`config.mk`:
```
export PLATFORM = sky130hd
export DESIGN_NAME = fx_payload_mover
export DESIGN_NICKNAME = d
export VERILOG_FILES = /design/src/rtl/fx_pkg.sv /design/src/rtl/fx_hdr_cmp.sv /design/src/rtl/fx_len_eval.sv /design/src/rtl/fx_wr_pipe.sv /design/src/rtl/fx_payload_mover.sv
export SDC_FILE = /design/constraint.sdc
export NUM_CORES = 1
export LEC_CHECK = 0
export ABC_AREA = 1
export BUFFER_PORTS_ARGS = -buffer_cell sky130_fd_sc_hd__buf_2
export CAP_MARGIN = 20
export CORE_MARGIN = 4
export CORE_UTILIZATION = 44
export CTS_CLUSTER_DIAMETER = 30
export CTS_CLUSTER_SIZE = 28
export DETAILED_ROUTE_END_ITERATION = 10
export PLACE_DENSITY = 0.75
export SYNTH_ARGS = -nofsm -noshare
export SYNTH_HDL_FRONTEND = slang
export SYNTH_SLANG_ARGS = --single-unit
export TNS_END_PERCENT = 1
```
`constraint.sdc`:
```
create_clock -name clk -period 3.27 [get_ports clk]
set_input_delay 0.327 -clock clk [delete_from_list [all_inputs] [get_ports clk]]
set_output_delay 0.327 -clock clk [all_outputs]
set_load 0.03 [all_outputs]
```
`src/rtl/fx_pkg.sv`:
```
// fx_pkg: shared state encoding and status codes for the payload mover.
// Assumes: nothing beyond IEEE 1800-2017 packages.
package fx_pkg;
    typedef enum logic [2:0] {
        FX_IDLE,   // waiting for start
        FX_HDR,    // issuing header reads at offsets 0..PRE_N
        FX_LHI,    // issuing read of length high byte
        FX_LLO,    // issuing read of length low byte
        FX_LEVAL,  // both length bytes available, decide
        FX_COPY,   // one payload read per cycle
        FX_DRAIN   // last payload byte being written
    } fx_state_e;

    localparam logic FX_OK  = 1'b0;
    localparam logic FX_ERR = 1'b1;
endpackage

```
`src/rtl/fx_hdr_cmp.sv`:
```
// fx_hdr_cmp: compares one returned header byte against the value its offset
// requires (preamble byte below PRE_N, delimiter byte at PRE_N).
// Assumes: idx never exceeds PRE_N while the result is used.
module fx_hdr_cmp #(
    parameter int          PRE_N    = 7,
    parameter logic [7:0]  PRE_BYTE = 8'hAA,
    parameter logic [7:0]  SFD_BYTE = 8'hAB,
    localparam int         IW       = $clog2(PRE_N + 1)
) (
    input  logic [IW-1:0] idx,
    input  logic [7:0]    byte_in,
    output logic          ok
);
    // select the expected value by offset and compare
    always_comb begin
        if (idx < IW'(PRE_N)) ok = (byte_in == PRE_BYTE);
        else                  ok = (byte_in == SFD_BYTE);
    end
endmodule

```
`src/rtl/fx_len_eval.sv`:
```
// fx_len_eval: assembles the big-endian length word and classifies it.
// Assumes: hi arrives from offset LEN_OFS and lo from LEN_OFS+1.
module fx_len_eval #(
    parameter int MAX_LEN = 1500,
    parameter int LW      = 16
) (
    input  logic [7:0]    hi,
    input  logic [7:0]    lo,
    output logic [LW-1:0] len,
    output logic          too_big,
    output logic          empty
);
    // high byte first, then compare against the limit
    always_comb begin
        len     = LW'({hi, lo});
        too_big = (len > LW'(MAX_LEN));
        empty   = (len == '0);
    end
endmodule

```
`src/rtl/fx_wr_pipe.sv`:
```
// fx_wr_pipe: delays a copy read request by the one-cycle memory latency and
// turns it into a write strobe and destination address.
// Assumes: dst_base stays stable for the whole operation.
module fx_wr_pipe #(
    parameter int AW = 16,
    parameter int CW = 16
) (
    input  logic          clk,
    input  logic          rst_n,
    input  logic          issue,
    input  logic [CW-1:0] idx,
    input  logic [AW-1:0] dst_base,
    output logic          wr_en,
    output logic [AW-1:0] wr_addr
);
    logic          vld_q;
    logic [CW-1:0] idx_q;

    // align the write with the read data returning one cycle later
    always_ff @(posedge clk) begin
        if (!rst_n) begin
            vld_q <= 1'b0;
            idx_q <= '0;
        end else begin
            vld_q <= issue;
            idx_q <= idx;
        end
    end

    assign wr_en   = vld_q;
    assign wr_addr = dst_base + AW'(idx_q);


    wr_after_issue_chk: assert property (@(posedge clk) disable iff (!rst_n)
        wr_en |-> $past(issue));
endmodule

```
`src/rtl/fx_payload_mover.sv`:
```
// fx_payload_mover: checks the header of one raw frame in source memory, reads
// its length word and copies the payload to destination memory.
// Assumes: read memory has exactly one cycle of latency; write memory accepts
// one byte per cycle; base addresses wrap modulo 2^AW.
module fx_payload_mover #(
    parameter int AW      = 16,
    parameter int MAX_LEN = 1500,
    parameter int PRE_N   = 7,
    parameter int LEN_OFS = 20,
    parameter int PAY_OFS = 22
) (
    input  logic          clk,
    input  logic          rst_n,
    input  logic          start,
    input  logic [AW-1:0] src_base,
    input  logic [AW-1:0] dst_base,
    output logic          busy,
    output logic          done,
    output logic          status,
    output logic          rd_en,
    output logic [AW-1:0] rd_addr,
    input  logic [7:0]    rd_data,
    output logic          wr_en,
    output logic [AW-1:0] wr_addr,
    output logic [7:0]    wr_data
);
    import fx_pkg::*;

    localparam int LW = 16;
    localparam int CW = LW;
    localparam int IW = $clog2(PRE_N + 1);

    fx_state_e     state_q;
    logic [CW-1:0] cnt_q;
    logic [AW-1:0] src_q, dst_q;
    logic [7:0]    len_hi_q;
    logic [LW-1:0] len_q;
    logic          chk_vld_q;
    logic [IW-1:0] chk_idx_q;
    logic          done_q, status_q;

    logic          hdr_ok, hdr_bad, issue;
    logic [LW-1:0] len_w;
    logic          too_big, empty;

    fx_hdr_cmp #(.PRE_N(PRE_N)) u_hdr (
        .idx(chk_idx_q), .byte_in(rd_data), .ok(hdr_ok)
    );

    fx_len_eval #(.MAX_LEN(MAX_LEN), .LW(LW)) u_len (
        .hi(len_hi_q), .lo(rd_data), .len(len_w), .too_big(too_big), .empty(empty)
    );

    fx_wr_pipe #(.AW(AW), .CW(CW)) u_wr (
        .clk(clk), .rst_n(rst_n), .issue(issue), .idx(cnt_q),
        .dst_base(dst_q), .wr_en(wr_en), .wr_addr(wr_addr)
    );

    assign hdr_bad = chk_vld_q && !hdr_ok;

    // read address and request per state
    always_comb begin
        rd_en   = 1'b0;
        rd_addr = src_q;
        issue   = 1'b0;
        case (state_q)
            FX_HDR:  begin rd_en = 1'b1; rd_addr = src_q + AW'(cnt_q); end
            FX_LHI:  begin rd_en = 1'b1; rd_addr = src_q + AW'(LEN_OFS); end
            FX_LLO:  begin rd_en = 1'b1; rd_addr = src_q + AW'(LEN_OFS + 1); end
            FX_COPY: begin
                rd_en   = 1'b1;
                rd_addr = src_q + AW'(PAY_OFS) + AW'(cnt_q);
                issue   = 1'b1;
            end
            default: ;
        endcase
    end

    // sequencing: header walk, length decision, copy, completion
    always_ff @(posedge clk) begin
        if (!rst_n) begin
            state_q   <= FX_IDLE;
            cnt_q     <= '0;
            src_q     <= '0;
            dst_q     <= '0;
            len_hi_q  <= '0;
            len_q     <= '0;
            chk_vld_q <= 1'b0;
            chk_idx_q <= '0;
            done_q    <= 1'b0;
            status_q  <= FX_OK;
        end else begin
            done_q    <= 1'b0;
            chk_vld_q <= (state_q == FX_HDR) && !hdr_bad;
            chk_idx_q <= cnt_q[IW-1:0];
            if (hdr_bad) begin
                state_q  <= FX_IDLE;
                done_q   <= 1'b1;
                status_q <= FX_ERR;
            end else begin
                case (state_q)
                    FX_IDLE: if (start) begin
                        src_q   <= src_base;
                        dst_q   <= dst_base;
                        cnt_q   <= '0;
                        state_q <= FX_HDR;
                    end
                    FX_HDR: begin
                        cnt_q <= cnt_q + 1'b1;
                        if (cnt_q == CW'(PRE_N)) state_q <= FX_LHI;
                    end
                    FX_LHI: state_q <= FX_LLO;
                    FX_LLO: begin
                        len_hi_q <= rd_data;
                        state_q  <= FX_LEVAL;
                    end
                    FX_LEVAL: begin
                        len_q <= len_w;
                        cnt_q <= '0;
                        if (too_big) begin
                            state_q  <= FX_IDLE;
                            done_q   <= 1'b1;
                            status_q <= FX_ERR;
                        end else if (empty) begin
                            state_q  <= FX_IDLE;
                            done_q   <= 1'b1;
                            status_q <= FX_OK;
                        end else begin
                            state_q <= FX_COPY;
                        end
                    end
                    FX_COPY: begin
                        cnt_q <= cnt_q + 1'b1;
                        if (cnt_q == len_q - 1'b1) state_q <= FX_DRAIN;
                    end
                    FX_DRAIN: begin
                        state_q  <= FX_IDLE;
                        done_q   <= 1'b1;
                        status_q <= FX_OK;
                    end
                    default: state_q <= FX_IDLE;
                endcase
            end
        end
    end

    assign busy    = (state_q != FX_IDLE);
    assign done    = done_q;
    assign status  = status_q;
    assign wr_data = rd_data;


    done_pulse_chk: assert property (@(posedge clk) disable iff (!rst_n)
        done |=> !done);

    status_hold_chk: assert property (@(posedge clk) disable iff (!rst_n)
        !done |-> $stable(status));

    wr_seq_chk: assert property (@(posedge clk) disable iff (!rst_n)
        (wr_en && $past(wr_en)) |-> (wr_addr == $past(wr_addr) + AW'(1)));

    oversize_stop_chk: assert property (@(posedge clk) disable iff (!rst_n)
        (state_q == FX_LEVAL && too_big) |=> (!busy && !wr_en && status));

    start_busy_chk: assert property (@(posedge clk) disable iff (!rst_n)
        (busy && start) |=> $stable(src_q));

    rd_idle_chk: assert property (@(posedge clk) disable iff (!rst_n)
        rd_en |-> busy);
endmodule

```
==> impl_metrics.ini <==
[pwr]
power_w = 0.00687
ir_drop_mv = 0.429
leakage_nw = 4.31
p_per_area_nw_per_um2 = 771

[floorplanning]
core_area_um2 = 16800
initial_utilization_pct = 45.3
die_area_um2 = 19400
dieHeight_um = 139
io_pins = 88
die_w_um = 139
fp-row-count = 47

[drt]
firstDrtPassIters = 6
postRouteAntennaNets = 0
via_count = 8224
drt_iter0_markers = 803
drc = 0
vias_per_cell = 5.49
routedWlPerCell_um = 15.9
drt-total-wl_um = 23800

[final_layout]
nFillCells = 1672
area_growth_pct = 17.5
layout-drive-gt1-share_pct = 18.5
final_util_pct = 53.2
num_antenna_cells = 0
nets = 1381
fin_cells = 1497
finalInstanceArea_um2 = 8910

[worst_setup_path]
critPathLaunchType = flip-flop
cp_slowest_cell = dfxtp_2
worstPathMaxFanout = 9
worst-setup-path-type = flip-flop to primary output
path_cells = inv_4, nor2_4, inv_2, nor2_4, buf_6, nor2_1, ha_1, inv_1, o21bai_2, nand3_1, nand2_1, a21oi_1, nand2_1, a21oi_1, o21ai_0, nand4_1, buf_4
worst_ep_required_time_ns = 2.94
end_kind = primary output
crit_family = simple AND/OR/NAND/NOR gates
arrival_ns = 2.83
max_stage_delay_ns = 0.36
cp_num_buf_inv = 5

[timing]
maxSlewHeadroom_pct = 54.6
worst_slew_pin_slew_ns = 0.678
rsz0062_at_grt = true
holdWs_ns = 0.210
hold_viol = 0
setup_viol = 0
layout_min_cycle_time_ns = 3.16
max_freq_ghz = 0.317
maxSlewViolCount = 0
period_share_pct = 96.5
fin_skew_ns = 0.0125

[placed_design]
dp.final_hpwl_um = 17900
postPlaceCellArea_um2 = 8290
io_buffer_count = 87
dpl.cell_count = 1470
place_congestion = 0.959

[logic_synthesis]
synth_top_family_by_area = simple AND/OR/NAND/NOR gates
synth_seq_area_share_pct = 25.1
synth-simple-area-share_pct = 32.6
synthCells = 1174
synthMuxAreaShare_pct = 0
synth_seq_cells = 95
yosysTopAreaCellShare_pct = 25.1
avgSynthCellArea_um2 = 6.46
synthXorXnorAreaFrac_pct = 4.96
synthesis.area_um2 = 7590
synth-compound-area-share_pct = 16.3
yosysWarnings = 0
synth_cell_types = 47
ys_top_cells_by_area = dfxtp_1, nand2_1, ha_1
yosysTopAreaCell = dfxtp_1
synth_nets = 1283
synth-adder-area-share_pct = 11.2

[clocking]
cts.root.buffer_cell = clkbuf_16
cts_made_buffers = 9
cts.path.max_buffers = 2
h-tree-depth = 3
clock_sinks = 95
clkLatencyLatePin_ns = 0.36
cts.clk_slew.worst_paths_ns = 0.08
cts_tree = done
hold_buffers = 0

[run]
max_cap_violations = 0

[global_route]
grt_pass1_vias = 7726
grt_pass1_wl_um = 37700
track_usage_pct = 23.4
grt_overflow = 0
antenna_found_initial = 0
grt_max_degree = 47

[hold_path]
hold_path.class = primary input to flip-flop

[run_status]
status = finished, final reports clean
## repair_timing
| action | in CTS | in global routing |
|---|---|---|
| endpoints found under the setup margin | 9 | 13 |
| pin swaps | 1 | 12 |
| resized for setup | 11 | 75 |
| setup buffers | 0 | 11 |
## final timing paths
check	start	to	slack [ns]	cells after the start
hold reg to reg	dst_q[11]	dst_q[11]	0.49	2
setup reg to reg	chk_idx_q[1]	src_q[1]	1.14	8
hold / removal	dst_base[6]	dst_q[6]	0.21	3
setup / recovery	state_q[0]	rd_addr[15]	0.11	17
## routing by layer
layer	vias to the layer above	part of all wire, %	global-route usage (%)
li1	4084	-	-
met5	-	0	0
met3	93	7.9	4.53
met1	3691	42	30.2
met2	356	46	38.8
met4	0	4.1	9.01
## worst register-to-register path, cell delays in order (launching register included)
cell     delay, ns
dfxtp_1       0.34
nand3_1       0.12
nor2_1        0.06
nor4_2        0.17
nand3_2       0.13
nand2_4       0.18
nand3_4       0.43
o21ai_0       0.44
a21oi_1       0.10
## cell usage after synthesis, drive strengths merged
cell type and n:
o21ai 107, o211ai 2, or2 6, inv 137
nand4 26, nand2 245, o2111ai 2, a21oi 107
clkinv 2, xnor2 13, o21bai 5, a21o 3
nor3b 1, nand3b 10, a211oi 2, xor2 30
fa 3, ha 63, nor4 6, buf 22
a31oi 5, nor3 23, a21boi 1, dfxtp 95
nor2 163, nand3 76, clkbuf 17, o31ai 2
## sequential cells by signal, indices dropped and copies added, names as in the netlist, 2 cells and up
| signal | cells |
|---|---|
| len_q | 16 |
| len_hi_q | 8 |
| chk_idx_q | 2 |
| cnt_q | 16 |
| u_wr.idx_q | 14 |
| dst_q | 16 |
| src_q | 16 |
| state_q | 3 |
## metrics by stage
stage | setup slack, ns | setup TNS [ns]
finish | 0.115 | 0
global route | -0.133 | -0.353
CTS | -0.0245 | -0.0409
detailed placement | 0.212 | 0
global placement | 0.279 | 0
floorplan | 0.330 | 0
## where the power goes
| part | internal (W) | leakage (nW) | switching [W] | total [W] |
|---|---|---|---|---|
| clock network | 0.000611 | 0.149 | 0.000502 | 0.00111 |
| logic | 0.00136 | 3.38 | 0.00275 | 0.00410 |
| registers | 0.00141 | 0.778 | 0.000247 | 0.00166 |
## cell usage in the layout, fill, tap and decap left out, types with 11 or more instances in the layout
| cell type | instances |
|---|---|
| a21oi_1 | 94 |
| nand2_1 | 232 |
| xor2_1 | 30 |
| buf_4 | 40 |
| o21ai_0 | 96 |
| ha_1 | 54 |
| xnor2_1 | 13 |
| inv_1 | 122 |
| nand3_1 | 71 |
| dfxtp_1 | 86 |
| nor2_1 | 149 |
| a21oi_2 | 13 |
| nand2_2 | 11 |
| buf_2 | 81 |
| nor3_1 | 20 |
| nand4_1 | 26 |
## cell type report
cell class | instances | area, µm² | share of cell area (%)
Clock buffer | 11 | 233 | 2.61
Inverter | 139 | 542 | 6.08
Timing Repair Buffer | 126 | 754 | 8.47
Sequential cell | 95 | 1920 | 21.5
Multi-Input combinational cell | 901 | 5120 | 57.4
Clock inverter | 5 | 70.1 | 0.786
Tap cell | 220 | 275 | 3.09
## kinds of logic after synthesis
logic type      after synthesis
flops                        95
compound gates              236
buf+inv                     178
simple gates                556
xor+xnor                     43
fa+ha+maj                    66
(Power assumes the default switching activity.)
